$ cat config.mk
export PLATFORM = sky130hd
export DESIGN_NAME = flagreg_sc
export DESIGN_NICKNAME = d
export VERILOG_FILES = /design/src/rtl/flagreg_pkg.sv /design/src/rtl/flagreg_wdec.sv /design/src/rtl/flagreg_state.sv /design/src/rtl/flagreg_rdport.sv /design/src/rtl/flagreg_sc.sv
export SDC_FILE = /design/constraint.sdc
export NUM_CORES = 1
export LEC_CHECK = 0
export CAP_MARGIN = 20
export CORE_MARGIN = 1.5
export CORE_UTILIZATION = 30
export CTS_BUF_LIST = sky130_fd_sc_hd__clkbuf_2 sky130_fd_sc_hd__clkbuf_4 sky130_fd_sc_hd__clkbuf_8
export DETAILED_ROUTE_END_ITERATION = 10
export GPL_TIMING_DRIVEN = 0
export HOLD_SLACK_MARGIN = 0.05
export PLACE_DENSITY = 0.61
export RECOVER_POWER = 50
export SLEW_MARGIN = 40
export SYNTH_ARGS = -nofsm -noshare
export SYNTH_HDL_FRONTEND = slang
export SYNTH_SLANG_ARGS = --single-unit
$ cat constraint.sdc
create_clock -name clk -period 0.95 [get_ports clk]
set_clock_uncertainty 0.05 [all_clocks]
set_input_delay 0.19 -clock clk [delete_from_list [all_inputs] [get_ports clk]]
set_output_delay 0.19 -clock clk [all_outputs]
set_load 0.02 [all_outputs]
$ cat src/rtl/flagreg_pkg.sv
package flagreg_pkg;
  // Offsets whose meaning the update logic depends on
  localparam int unsigned OFS_WORD = 0;
  localparam int unsigned OFS_SET  = 1;
  localparam int unsigned OFS_CLR  = 2;
endpackage

$ cat src/rtl/flagreg_wdec.sv
module flagreg_wdec #(
  parameter int unsigned NP = 2,
  parameter int unsigned AW = 2,
  parameter int unsigned DW = 8
) (
  input  logic [NP-1:0]    wr_en,
  input  logic [NP*AW-1:0] wr_addr,
  input  logic [NP*DW-1:0] wr_data,
  output logic [DW-1:0]    set_mask,
  output logic [DW-1:0]    clr_mask
);
  import flagreg_pkg::*;

  logic [DW-1:0] port_set [NP];
  logic [DW-1:0] port_clr [NP];

  // One decoder per write port; the word offset and spare codes decode to nothing
  for (genvar p = 0; p < NP; p++) begin : g_port
    logic [AW-1:0] a;
    logic [DW-1:0] d;
    assign a = wr_addr[p*AW +: AW];
    assign d = wr_data[p*DW +: DW];
    assign port_set[p] = (wr_en[p] && a == AW'(OFS_SET)) ? d : '0;
    assign port_clr[p] = (wr_en[p] && a == AW'(OFS_CLR)) ? d : '0;
  end

  always_comb begin
    set_mask = '0;
    clr_mask = '0;
    for (int p = 0; p < NP; p++) begin
      set_mask |= port_set[p];
      clr_mask |= port_clr[p];
    end
  end
endmodule

$ cat src/rtl/flagreg_state.sv
module flagreg_state #(
  parameter int unsigned DW = 8
) (
  input  logic          clk,
  input  logic          rst,
  input  logic [DW-1:0] set_mask,
  input  logic [DW-1:0] clr_mask,
  output logic [DW-1:0] flags_q
);
  // Clear applied first, set ORed after it: set has priority on a shared bit
  always_ff @(posedge clk) begin
    if (rst) flags_q <= '0;
    else     flags_q <= (flags_q & ~clr_mask) | set_mask;
  end

  // every requested set bit is 1 on the next cycle
  p_set_lands_r2: assert property (@(posedge clk) disable iff (rst)
    1'b1 |=> ((flags_q & $past(set_mask)) == $past(set_mask)));

  // a cleared bit that is not also set is 0 on the next cycle
  p_clear_lands_r3: assert property (@(posedge clk) disable iff (rst)
    1'b1 |=> ((flags_q & $past(clr_mask & ~set_mask)) == '0));

  // no masks means no change
  p_idle_hold_r7: assert property (@(posedge clk) disable iff (rst)
    (set_mask == '0 && clr_mask == '0) |=> $stable(flags_q));

  // bits outside both masks keep their value
  p_untouched_bits_r2: assert property (@(posedge clk) disable iff (rst)
    1'b1 |=> ((flags_q & ~$past(set_mask | clr_mask)) ==
              ($past(flags_q) & ~$past(set_mask | clr_mask))));
endmodule

$ cat src/rtl/flagreg_rdport.sv
module flagreg_rdport #(
  parameter int unsigned AW = 2,
  parameter int unsigned DW = 8
) (
  input  logic          clk,
  input  logic          rst,
  input  logic          rd_en,
  input  logic [AW-1:0] rd_addr,
  input  logic [DW-1:0] flags,
  output logic [DW-1:0] rd_data
);
  import flagreg_pkg::*;

  logic hit_word;
  assign hit_word = rd_en && (rd_addr == AW'(OFS_WORD));

  // Aliases are write-only: anything other than the word reads as zero
  always_ff @(posedge clk) begin
    if (rst)           rd_data <= '0;
    else if (hit_word) rd_data <= flags;
    else               rd_data <= '0;
  end

  p_word_read_r5: assert property (@(posedge clk) disable iff (rst)
    (rd_en && rd_addr == AW'(OFS_WORD)) |=> (rd_data == $past(flags)));

  p_alias_read_zero_r6: assert property (@(posedge clk) disable iff (rst)
    !(rd_en && rd_addr == AW'(OFS_WORD)) |=> (rd_data == '0));
endmodule

$ cat src/rtl/flagreg_sc.sv
module flagreg_sc #(
  parameter int unsigned NP = 2,
  parameter int unsigned AW = 2,
  parameter int unsigned DW = 8
) (
  input  logic             clk,
  input  logic             rst,
  input  logic [NP-1:0]    wr_en,
  input  logic [NP*AW-1:0] wr_addr,
  input  logic [NP*DW-1:0] wr_data,
  input  logic             rd_en,
  input  logic [AW-1:0]    rd_addr,
  output logic [DW-1:0]    rd_data,
  output logic [DW-1:0]    flags_o
);
  logic [DW-1:0] set_mask;
  logic [DW-1:0] clr_mask;
  logic [DW-1:0] flags_q;

  flagreg_wdec #(.NP(NP), .AW(AW), .DW(DW)) u_wdec (
    .wr_en    (wr_en),
    .wr_addr  (wr_addr),
    .wr_data  (wr_data),
    .set_mask (set_mask),
    .clr_mask (clr_mask)
  );

  flagreg_state #(.DW(DW)) u_state (
    .clk      (clk),
    .rst      (rst),
    .set_mask (set_mask),
    .clr_mask (clr_mask),
    .flags_q  (flags_q)
  );

  flagreg_rdport #(.AW(AW), .DW(DW)) u_rdport (
    .clk     (clk),
    .rst     (rst),
    .rd_en   (rd_en),
    .rd_addr (rd_addr),
    .flags   (flags_q),
    .rd_data (rd_data)
  );

  assign flags_o = flags_q;
endmodule

==> run_results.csv, run 1 <==
group,metric,value,unit
finish,num-nets-final,149,
finish,fin_cells,150,
power_and_ir_drop,powerDensity,1060,nW/um2
logic_synthesis,syn_inst,77,
clocking,clockRootBuffer,"clkbuf_4",
logic_synthesis,synth_cell_types,16,
drt,dr.first_iter.drc_count,9,
grt,grt_overflow_total,0,
logic_synthesis,synth_area,773,um2
clocking,clk_pin_slew,0.09,ns
logic_synthesis,yosys.area.top_type,"dfxtp_1",
setup_path,path_cells,"buf_6",
timing,finalHoldViolCount,0,
logic_synthesis,synth_seq_cells,16,
setup_path,critPathMaxFanout,3,
finish,num_antenna_cells,0,
place,dp_hpwl,1.45,mm
floorplanning,die_x,53.8,um
timing,fmax,0.992,GHz
logic_synthesis,synth_top_family_by_area,"compound AO/OA/AOI/OAI gates",
timing,relSlewSlack,81.6,%
finish,drive_above_1_share,49.2,%
logic_synthesis,synth-simple-area-share,18.3,%
drt,antenna_left,0,
setup_path,required,0.71,ns
setup_path,criticalPathCategory,"reg -> out",
grt,grt_max_degree,11,
clocking,cts.sinks,16,
drt,drc,0,
setup_path,critPathLaunchType,"flip-flop",
worst_hold_path,min_path_type,"in -> reg",
grt,first_global_vias,741,
drt,via_per_inst,5.10,
floorplanning,row_count,18,
grt,track_usage,16.0,%
logic_synthesis,synthXorXnorAreaFrac,0,%
setup_path,arrival,0.77,ns
floorplanning,start_util,31.5,%
floorplanning,die_y,53.8,um
clocking,clk_latency,0.28,ns
setup_path,path_buf_inv,1,
power_and_ir_drop,cellLeakagePower,0.000516,uW
run_status,violations,"negative setup slack",
floorplanning,core,2450,um2
timing,maxSlewViolCount,0,
logic_synthesis,yosys.area.top_type_share,41.4,%
drt,totalWireLength,2.02,mm
logic_synthesis,post_synth_main_area_contributors,"dfxtp_1, a311oi_1, a32oi_1, o2bb2ai_1, and2_1",
timing,setup_ws,-0.0579,ns
logic_synthesis,muxShareOfSynthArea,0,%
logic_synthesis,ys_seq_area_share,41.4,%
drt,dr.pass1.iters,4,
logic_synthesis,synthesis.nets,104,
setup_path,slowest_delay,0.36,ns
setup_path,endpoint_kind,"output pin",
logic_synthesis,synth-compound-area-share,27.2,%
clocking,h-tree-depth,1,
setup_path,cp_top_family,"flip-flops",
place,place.gp.congestion,0.706,
logic_synthesis,synthAdderAreaFrac,0,%
finish,area_growth_syn_to_layout,74.3,%
power_and_ir_drop,peakVddDrop,0.746,mV
clocking,cts_buffers,3,
timing,fin_crit_sh,106,%
timing,setup_viol,16,
drt,via_count,765,
setup_path,cpMaxStageDelayCell,"dfxtp_2",
place,numPortBuffers,40,
timing,worst_slew_pin_slew,0.273,ns
grt,grt_pass1_wl,3.33,mm
logic_synthesis,avgSynthCellArea,10.0,um2
floorplanning,dieArea,2890,um2
timing,period_needed,1.01,ns
run,cap_violations,0,
place,dp.cells,147,
grt,grt_antenna_before_repair,0,
timing,rsz0062_at_grt,"yes",
drt,routedWlPerCell,13.5,um
clocking,cts_buffer_depth,2,
run_status,outcome,"finished, violations left",
logic_synthesis,ys_warn_count,0,
finish,nFillCells,234,
finish,fin_util,54.9,%
floorplanning,num_io_pins,43,
clocking,tritoncts,"built",
==> worst paths after layout <==
path	startpoint	end	slack, ns	depth (start not counted)
min reg2reg	u_state.flags_q[1]	u_rdport.rd_data[1]	0.43	1
max	u_state.flags_q[7]	flags_o[7]	-0.06	1
max reg2reg	u_state.flags_q[5]	u_state.flags_q[5]	0.04	3
min	rst	u_state.flags_q[7]	0.15	3
==> synthesized netlist by cell type <==
| master | n |
|---|---|
| inv_1 | 8 |
| nor2b_4 | 1 |
| buf_4 | 1 |
| a311oi_1 | 8 |
| buf_2 | 1 |
| buf_6 | 3 |
| buf_8 | 1 |
| a32oi_1 | 8 |
| nor4b_4 | 1 |
| nand2_1 | 8 |
| dfxtp_1 | 16 |
| nor2b_1 | 1 |
| o2bb2ai_1 | 8 |
| clkbuf_2 | 2 |
| and3b_1 | 2 |
| and2_1 | 8 |
==> flip-flops by register name (all words and copies together), names as in the netlist <==
| register | count |
|---|---|
| u_rdport.rd_data | 8 |
| u_state.flags_q | 8 |
==> timing repair <==
action | in CTS | in global routing
setup endpoints to repair | 32 | 30
hold buffers | 0 | 0
pin swaps | 16 | 7
resized for setup | 126 | 8
setup buffers | 3 | 0
==> cells by family (layout without fill, tap and decap cells) <==
kind of cell           after synthesis  count (layout)
AOI/OAI and AO/OA                   24              24
buffers and inverters               16              59
DFF                                 16              16
and+or+nand+nor                     21              21
==> layout make-up <==
| type | count | area (um2) | area share [%] |
|---|---|---|---|
| Buffer | 5 | 58.8 | 4.36 |
| Inverter | 8 | 30.0 | 2.23 |
| Multi-Input combinational cell | 45 | 412 | 30.5 |
| Clock buffer | 3 | 22.5 | 1.67 |
| Timing Repair Buffer | 43 | 447 | 33.1 |
| Sequential cell | 16 | 340 | 25.3 |
| Tap cell | 30 | 37.5 | 2.79 |
==> cell usage in the layout (no fill, tap or decap), drive strengths merged <==
cell / synthesis / final
buf: 6 / 22
clkdlybuf4s50: 0 / 16
dfxtp: 16 / 16
nand2: 8 / 8
a311oi: 8 / 8
inv: 8 / 8
a32oi: 8 / 8
o2bb2ai: 8 / 8
and2: 8 / 8
dlygate4sd2: 0 / 6
clkbuf: 2 / 6
nor2b: 2 / 2
and3b: 2 / 2
nor4b: 1 / 1
dlymetal6s2s: 0 / 1
==> per-stage QoR <==
step	hold WS [ns]	setup WS [ns]	cell area, um2	setup TNS, ns	total power, uW
final	0.154	-0.0579	1350	-0.480	1430
after floorplan	0.301	0.0346	782	0	867
after global routing	0.146	-0.0881	1350	-1.19	1500
after CTS	0.165	-0.0527	1350	-0.512	1430
after detailed placement	0.402	-0.499	1220	-10.51	1050
after global placement	0.396	-0.469	1220	-10.26	1050
==> power by group <==
part / leakage, uW / internal, uW / switching (uW)
combinational: 0.000365 / 201 / 154
sequential: 0.000137 / 699 / 20.0
clock: 0.0000138 / 147 / 210
total: 0.000516 / 1050 / 384
==> layer usage <==
metal | global-route usage [%] | vias to the layer above | wire, um
met5 | 0 | - | 0
li1 | - | 374 | -
met1 | 21.3 | 362 | 860
met2 | 26.2 | 26 | 1050
met3 | 2.50 | 3 | 89
met4 | 5.13 | 0 | 19
No activity file was read; power rests on OpenSTA's default activity.
==> inputs of run 2 (changes only) <==
Settings changed: PLACE_DENSITY 0.61 to 0.59, SYNTH_HIERARCHICAL set to 1.
==> run 2 against run 1 <==
- the flow still finishes with violations (negative setup slack)
- power grew 8.9%
- critical path depth did not move
- cell count up 8.7%
- final area is 9.1% higher
==> run_results.csv, run 2 <==
group,metric,value,unit
run_status,outcome,"finished, violations left",
run_status,violations,"negative setup slack",
timing,period_needed,0.993,ns
timing,maxSlewViolCount,0,
drt,antenna_left,0,
drt,dr.pass1.iters,4,
setup_path,path_cells,"buf_6",
logic_synthesis,ys_seq_area_share,38.0,%
logic_synthesis,yosys.area.top_type_share,38.0,%
setup_path,timing.rr.start,"u_state/flags_q[6]",
grt,first_global_vias,818,
logic_synthesis,synth_area,843,um2
finish,area_growth_syn_to_layout,74.3,%
clocking,clockRootBuffer,"clkbuf_4",
clocking,cts.sinks,16,
logic_synthesis,synthArstFlopShare,0,%
floorplanning,row_count,19,
timing,worst_slew_pin_slew,0.231,ns
clocking,tritoncts,"built",
finish,regArea,340,um2
power_and_ir_drop,p_int,1160,uW
power_and_ir_drop,seqPwrFrac,45.6,%
power_and_ir_drop,powerDensity,1060,nW/um2
drt,totalWireLength,2.23,mm
logic_synthesis,avgSynthCellArea,11.1,um2
place,placed_area,1300,um2
power_and_ir_drop,clkPwrFrac,28.9,%
finish,final_cell_area,1470,um2
floorplanning,num_io_pins,43,
setup_path,critPathLaunchType,"flip-flop",
setup_path,regToRegEndpoint,"u_rdport/rd_data[6]",
logic_synthesis,synthesis.nets,103,
logic_synthesis,synth_common_cells,"a32o_1, dfxtp_1",
setup_path,cp_top_family,"flip-flops",
logic_synthesis,syn_inst,76,
clocking,clk_latency,0.28,ns
setup_path,required,0.71,ns
place,dp_worst_setup_slack,-0.595,ns
finish,reg.largest.list,"u_rdport/rd_data x8, u_state/flags_q x8",
setup_path,worst-r2r-cell-count,3,
finish,num-nets-final,160,
floorplanning,core,2710,um2
setup_path,cpMaxStageDelayCell,"dfxtp_2",
timing,setup_viol,16,
grt,grt_max_degree,11,
power_and_ir_drop,peakVddDrop,0.607,mV
place,dp_hpwl,1.55,mm
place,numPortBuffers,41,
finish,multi_input_area,453,um2
floorplanning,die_y,56.0,um
grt,grt_overflow_total,0,
grt,grt_pass1_wl,3.63,mm
clocking,cts_buffers,3,
finish,drive_above_1_share,58.3,%
power_and_ir_drop,p_switching,394,uW
setup_path,endpoint_kind,"output pin",
setup_path,critPathMaxFanout,2,
drt,drc,0,
logic_synthesis,post_synth_main_area_contributors,"dfxtp_1, a32o_1, nand2b_4, a21oi_2, and2_1",
drt,via_per_inst,4.83,
clocking,cts_buffer_depth,2,
power_and_ir_drop,cellLeakagePower,0.000673,uW
floorplanning,die_x,56.0,um
drt,via_count,788,
floorplanning,dieArea,3140,um2
logic_synthesis,synth_cell_types,13,
setup_path,endpoint,"flags_o[5]",
timing,fin_crit_sh,104,%
timing,relSlewSlack,84.6,%
drt,dr.first_iter.drc_count,12,
finish,num_antenna_cells,0,
setup_path,crit_start,"u_state/flags_q[5]",
power_and_ir_drop,switching_share,25.2,%
timing,rsz0062_at_grt,"yes",
setup_path,path_buf_inv,1,
setup_path,arrival,0.75,ns
clocking,hold_buffers,0,
logic_synthesis,yosys.area.top_type,"dfxtp_1",
place,place.gp.congestion,0.633,
worst_hold_path,min_path_type,"in -> reg",
run,cap_violations,0,
power_and_ir_drop,pwr-share-comb,25.5,%
clocking,h-tree-depth,1,
setup_path,criticalPathCategory,"reg -> out",
setup_path,slowest_delay,0.36,ns
setup_path,path_depth,1,
timing,fmax,1.01,GHz
logic_synthesis,synth_ff_type,"dfxtp_1",
logic_synthesis,synth_seq_cells,16,
floorplanning,start_util,31.1,%
clocking,clk_pin_slew,0.10,ns
timing,setup_tns,-0.402,ns
timing,finalHoldViolCount,0,
grt,track_usage,15.1,%
finish,final_common_cell,"buf_6",
finish,nFillCells,253,
logic_synthesis,ys_warn_count,6,
finish,final_cell_mix,"buf_6, dfxtp_2, a32o_1, buf_4",
setup_path,r2r_slack,0.07,ns
drt,routedWlPerCell,13.7,um
timing,setup_ws,-0.0427,ns
grt,grt_antenna_before_repair,0,
logic_synthesis,synth_edf_count,0,
==> run 2: cell count changes after synthesis, moves of 2 or more <==
| cell | delta |
|---|---|
| a32oi_1 | -8 |
| a21oi_2 | +8 |
| buf_6 | -2 |
| a311oi_1 | -8 |
| nand2b_4 | +8 |
| o2bb2ai_1 | -8 |
| buf_4 | +2 |
| nand2_1 | -8 |
| a32o_1 | +16 |
==> run 2: repair_timing <==
| action | in CTS | in global routing |
|---|---|---|
| gates cloned | 0 | 0 |
| endpoints found under the setup margin | 32 | 31 |
| hold endpoints to repair | 0 | 0 |
| gates resized for setup | 133 | 12 |
| buffers inserted | 9 | 3 |
| pin swaps | 5 | 7 |
==> run 2: final cells by class <==
| cell class | instances | area share, % |
|---|---|---|
| Timing Repair Buffer | 53 | 35.2 |
| Sequential cell | 16 | 23.1 |
| Inverter | 8 | 2.04 |
| Multi-Input combinational cell | 45 | 30.8 |
| Buffer | 6 | 3.66 |
| Clock buffer | 4 | 2.47 |
| Tap cell | 31 | 2.64 |
==> run 2: power by group through the flow <==
stage	Combinational [uW]	Sequential (uW)	Clock (uW)
floorplan	145	756	0
global placement	350	731	0
detailed placement	358	731	0
CTS	395	710	461
global route	426	713	502
finish	398	711	450
==> run 2: kinds of logic after synthesis <==
family	count (synthesis)	share of synthesized area, %
buffers and inverters	15	9.35
AO/OA/AOI/OAI	24	27.3
AND/OR/NAND/NOR	21	25.4
flip-flops	16	38.0
==> run 2: worst min-delay path by stage <==
stage / from / to / slack [ns] / cells past startpoint
floorplan: rst / u_state/flags_q[0] / 0.34 / 2
global placement: u_state/flags_q[6] / u_state/flags_q[6] / 0.43 / 2
detailed placement: u_state/flags_q[0] / u_state/flags_q[0] / 0.43 / 2
CTS: rst / u_state/flags_q[7] / 0.37 / 3
global route: wr_data[10] / u_state/flags_q[2] / 0.30 / 4
finish: wr_data[9] / u_state/flags_q[1] / 0.26 / 4
==> run 2: per-stage QoR <==
step | instances | utilization [%] | hold WS (ns) | total power, uW
2_1_floorplan | 76 | - | 0.341 | 901
3_3_place_gp | 148 | 48.0 | 0.432 | 1080
3_5_place_dp | 148 | 48.0 | 0.433 | 1090
4_1_cts | 160 | 52.9 | 0.373 | 1570
5_1_grt | 163 | 54.2 | 0.304 | 1640
6_report | 163 | 54.2 | 0.265 | 1560
==> run 2: routing by layer <==
| layer | track usage, % | wire (um) | vias up |
|---|---|---|---|
| met2 | 26.4 | 1170 | 32 |
| li1 | - | - | 386 |
| met3 | 2.09 | 139 | 2 |
| met5 | 0 | 0 | - |
| met4 | 8.16 | 27 | 0 |
| met1 | 17.7 | 894 | 368 |
